### config.mk
export PLATFORM = sky130hd
export DESIGN_NAME = cmpport_top
export DESIGN_NICKNAME = d
export VERILOG_FILES = /design/src/rtl/cmpport_pkg.sv /design/src/rtl/cmpport_ctl_regs.sv /design/src/rtl/cmpport_port_reg.sv /design/src/rtl/cmpport_rd_mux.sv /design/src/rtl/cmpport_top.sv
export SDC_FILE = /design/constraint.sdc
export NUM_CORES = 1
export LEC_CHECK = 0
export CORE_ASPECT_RATIO = 0.6
export CORE_UTILIZATION = 45
export CTS_CLUSTER_DIAMETER = 120
export DETAILED_ROUTE_END_ITERATION = 8
export MAX_ROUTING_LAYER = met4
export PLACE_DENSITY = 0.76
export REMOVE_ABC_BUFFERS = 1
export SLEW_MARGIN = 20
export SYNTH_ARGS = -nofsm -noshare
export SYNTH_HDL_FRONTEND = slang
export SYNTH_HIERARCHICAL = 1
export SYNTH_SLANG_ARGS = --single-unit
export TNS_END_PERCENT = 30
### constraint.sdc
create_clock -name clk -period 0.8 [get_ports clk]
set_input_delay 0.08 -clock clk [delete_from_list [all_inputs] [get_ports clk]]
set_output_delay 0.08 -clock clk [all_outputs]
set_load 0.1 [all_outputs]
### src/rtl/cmpport_pkg.sv
package cmpport_pkg;

    localparam int DATA_W   = 8;
    localparam int LOW_IMPL = 3;
    localparam int ADDR_W   = 2;

    typedef enum logic [ADDR_W-1:0] {
        ADR_MASK = 2'd0,
        ADR_DRV  = 2'd1,
        ADR_PORT = 2'd2,
        ADR_NONE = 2'd3
    } reg_addr_e;

    typedef struct packed {
        logic              wr;
        logic              rd;
        reg_addr_e         addr;
        logic [DATA_W-1:0] wdata;
    } bus_req_t;

    // Merge compare data into a base value under a mask.
    function automatic logic [DATA_W-1:0] mask_merge(
        input logic [DATA_W-1:0] msk,
        input logic [DATA_W-1:0] drv,
        input logic [DATA_W-1:0] base
    );
        return (msk & drv) | (~msk & base);
    endfunction

endpackage

### src/rtl/cmpport_ctl_regs.sv
module cmpport_ctl_regs
    import cmpport_pkg::*;
#(
    parameter int W   = DATA_W,
    parameter int LSB = LOW_IMPL
) (
    input  logic         clk,
    input  logic         rst,
    input  bus_req_t     req,
    output logic [W-1:0] mask_q,
    output logic [W-1:0] drv_q
);
    logic wr_mask;
    logic wr_drv;

    assign wr_mask = req.wr && (req.addr == ADR_MASK);
    assign wr_drv  = req.wr && (req.addr == ADR_DRV);

    for (genvar b = 0; b < W; b++) begin : g_bit
        if (b >= LSB) begin : g_impl
            always_ff @(posedge clk) begin
                if (rst) begin
                    mask_q[b] <= 1'b0;
                    drv_q[b]  <= 1'b0;
                end else begin
                    if (wr_mask) mask_q[b] <= req.wdata[b];
                    if (wr_drv)  drv_q[b]  <= req.wdata[b];
                end
            end
        end else begin : g_absent
            assign mask_q[b] = 1'b0;
            assign drv_q[b]  = 1'b0;
        end
    end

endmodule

### src/rtl/cmpport_port_reg.sv
module cmpport_port_reg
    import cmpport_pkg::*;
#(
    parameter int W = DATA_W
) (
    input  logic         clk,
    input  logic         rst,
    input  bus_req_t     req,
    input  logic         cmp_match,
    input  logic [W-1:0] mask_q,
    input  logic [W-1:0] drv_q,
    output logic [W-1:0] port_q
);
    logic [W-1:0] base;
    logic [W-1:0] port_d;
    logic         wr_port;

    assign wr_port = req.wr && (req.addr == ADR_PORT);

    always_comb begin
        base   = wr_port ? req.wdata : port_q;
        port_d = cmp_match ? mask_merge(mask_q, drv_q, base) : base;
    end

    always_ff @(posedge clk) begin
        if (rst) port_q <= '0;
        else     port_q <= port_d;
    end

endmodule

### src/rtl/cmpport_rd_mux.sv
module cmpport_rd_mux
    import cmpport_pkg::*;
#(
    parameter int W = DATA_W
) (
    input  logic         clk,
    input  logic         rst,
    input  bus_req_t     req,
    input  logic [W-1:0] mask_q,
    input  logic [W-1:0] drv_q,
    input  logic [W-1:0] port_q,
    output logic [W-1:0] rd_q
);
    logic [W-1:0] sel;

    always_comb begin
        unique case (req.addr)
            ADR_MASK: sel = mask_q;
            ADR_DRV:  sel = drv_q;
            ADR_PORT: sel = port_q;
            default:  sel = '0;
        endcase
    end

    always_ff @(posedge clk) begin
        if (rst)         rd_q <= '0;
        else if (req.rd) rd_q <= sel;
    end

endmodule

### src/rtl/cmpport_top.sv
module cmpport_top
    import cmpport_pkg::*;
(
    input  logic              clk,
    input  logic              rst,
    input  logic [ADDR_W-1:0] bus_addr,
    input  logic              wr_en,
    input  logic [DATA_W-1:0] wr_data,
    input  logic              rd_en,
    output logic [DATA_W-1:0] rd_data,
    input  logic              cmp_match,
    output logic [DATA_W-1:0] port_out
);
    bus_req_t          req;
    logic [DATA_W-1:0] mask_q;
    logic [DATA_W-1:0] drv_q;
    logic [DATA_W-1:0] port_q;

    assign req.wr    = wr_en;
    assign req.rd    = rd_en;
    assign req.addr  = reg_addr_e'(bus_addr);
    assign req.wdata = wr_data;

    cmpport_ctl_regs #(.W(DATA_W), .LSB(LOW_IMPL)) u_regs (
        .clk(clk), .rst(rst), .req(req), .mask_q(mask_q), .drv_q(drv_q)
    );

    cmpport_port_reg #(.W(DATA_W)) u_port (
        .clk(clk), .rst(rst), .req(req), .cmp_match(cmp_match),
        .mask_q(mask_q), .drv_q(drv_q), .port_q(port_q)
    );

    cmpport_rd_mux #(.W(DATA_W)) u_rd (
        .clk(clk), .rst(rst), .req(req), .mask_q(mask_q), .drv_q(drv_q),
        .port_q(port_q), .rd_q(rd_data)
    );

    assign port_out = port_q;

endmodule

==> qor.txt <==
Drt pass-1 iters - 4
Diode count - 0
Post-detail-place hpwl - 2458 µm
CP Max Fanout - 2
Period minus WS final - 0.9792 ns
Crit start category - flip-flop
Synth Register Bits - 26
Synth Instances - 144
Sink Count - 26
Setup CP Type - reg -> out
Max-slew violations - 0
Setup slack after layout - -0.1792 ns
Most common cell in the netlist - dfxtp_1
Initial antenna violation count - 0
Total track usage - 26.56%
Routed WL - 3910 µm
Vias/cell - 5.267
H-tree level count - 1
GRT busiest layer - met2
Die Ht - 45.29 µm
Power, Total - 0.003539 W
DRC - 0
Max-cap viol count - 0
Synth area leader - dfxtp_1
Clk buf depth - 2
Clk_skew - 0.001446 ns
TritonCTS buffer count - 3
Leak pwr - 0.9963 nW
Fin crit share - 122.4%
Main synth FF type - dfxtp_1
Worst skew pair latency - 0.27 ns
Pin count of the biggest net entering global routing - 15
# nets final - 217
Ys Warns - 6
# port buffers - 30
WP data arrival - 0.90 ns
Synth cell count leaders - dfxtp_1 (26), mux2i_1 (18), nand2b_1 (15), nor2b_1 (13), nand2_1 (9)
Reg area - 544.3 µm²
Critical path endpoint category - output pin
Pre-CTS setup slack - -0.6851 ns
Hold Path Class - in -> reg
CTS tree - built
Grt met1 use - 31.37%
Endpoints failing hold - 0
RD Place Congestion - 0.8011
Failing checks - negative setup slack
Post-synth EDFFs - 0
Distinct cells, synth - 21
Largest cells by area after synthesis - dfxtp_1 (37%), mux2i_1 (13%), a211oi_2 (7.1%)
Root Driver - clkbuf_8
Site Rows - 15
Status - finished, violations left
Worst-path clk slew - 0.09 ns
CP Data Required Time - 0.72 ns
Pwr Density - 1552 nW/µm²
Area Growth Syn to Fin - 62.24%
Filler cells - 206
Cell Area, Synth - 1405 µm²
Routed WL per cell - 16.09 µm
Post-synthesis area per instance - 9.758 µm²
Initial drt markers - 63
Peak VDD IR - 1.153 mV
Vias in the first global route - 1252
Multi-input gate area - 828.3 µm²
Endpoints failing setup - 30
RSZ-0062 raised after global routing - true
Share of cells above drive strength 1 - 47.76%
Initial Utilization - 47.99%
Sequential area share after synthesis - 37.04%
Die width - 74.14 µm
Met3 Resource Use GR - 6.250%
Core Footprint - 2928 µm²
Grt met2 use - 46.91%
GRT overflow - 0
Vias - 1280
Maximum clock frequency - 1.021 GHz
Final ANT Viol Nets - 0
I/O pin total - 31
Synth async-reset ratio - 0%
Synth top area share - 37.04%
Die area - 3357 µm²
Global-route wire length before repair - 6161 µm
==> flip-flops by register name, indices dropped and copies added (netlist names) <==
register       flops
u_port/port_q      8
u_regs/drv_q       5
u_rd/rd_q          8
u_regs/mask_q      5
==> report_power, final <==
part | switching, W | total (W) | internal [W]
registers | 0.0000637 | 0.00144 | 0.00138
logic | 0.000684 | 0.00124 | 0.000554
clock network | 0.000419 | 0.000860 | 0.000441
total | 0.00117 | 0.00354 | 0.00237
==> critical path, stage by stage (launching register included) <==
cell and delay [ns]:
dfxtp_2 0.36, buf_6 0.10, buf_12 0.16
==> per-stage QoR <==
stage	cells	cell area (µm²)	TNS (ns)	util, %	hold WS, ns
final	243	2280	-2.746	77.86	0.3745
after global placement	229	2022	-14.93	69.06	0.4706
after floorplan	134	1299	-13.04	-	0.1528
after CTS	242	2191	-2.400	74.83	0.3647
after detailed placement	229	2022	-15.76	69.06	0.4836
after global routing	243	2280	-3.770	77.86	0.3641
==> timing repair <==
action / 4_1_cts / 5_1_grt
gates resized for setup: 35 / 20
endpoints found under the setup margin: 42 / 32
hold buffers: 0 / 0
setup buffers: 8 / 1
cloned: 1 / 0
endpoints found under the hold margin: 0 / 0
pin swaps: 15 / 2
==> worst paths after layout <==
path / slack (ns) / cells after the start / start / end
setup / recovery: -0.18 / 2 / u_port/port_q[4]$_SDFF_PP0_ / port_out[4]
hold / removal: 0.37 / 5 / bus_addr[0] / u_rd/rd_q[3]$_SDFFE_PP0P_
setup reg to reg: -0.17 / 4 / u_port/port_q[7]$_SDFF_PP0_ / u_rd/rd_q[7]$_SDFFE_PP0P_
hold reg to reg: 0.48 / 2 / u_regs/mask_q[3]$_SDFFE_PP0P_ / u_regs/mask_q[3]$_SDFFE_PP0P_
==> cell usage in the layout (no fill, tap or decap), drive strengths merged, types with 2 or more instances in the layout <==
cell type	instances
nand3b	2
dfxtp	26
nor3	8
mux2i	18
conb	6
nand2	9
dlygate4sd2	3
and2b	3
buf	50
nand2b	16
clkbuf	4
clkdlybuf4s50	8
nor2	8
a211oi	16
o22ai	8
nor2b	13
==> final cells by class <==
class                      instances  share of cell area (%)
sequential                        26                   23.87
tap                               42                   2.305
clock buffer                       4                   2.415
timing repair buffer              63                   35.07
multi-input combinational        108                   36.33
==> cells by family (layout without fill, tap and decap cells) <==
logic type | Yosys count | count (layout) | share of synthesized area [%]
other | 1 | 6 | 0.2669
buffers and inverters | 15 | 67 | 8.904
flip-flops | 26 | 26 | 37.04
multiplexers | 18 | 18 | 12.82
AND/OR/NAND/NOR | 60 | 60 | 26.00
AO/OA/AOI/OAI | 24 | 24 | 14.96
==> routing by layer <==
| layer | share of wire [%] | vias to the layer above | wire, µm |
|---|---|---|---|
| li1 | - | 605 | - |
| met1 | 43 | 623 | 1675 |
| met2 | 51 | 48 | 1980 |
| met3 | 6.1 | 4 | 238 |
| met4 | 0.41 | 0 | 16 |
| met5 | 0 | - | 0 |
No activity file was read; power rests on OpenSTA's default activity.
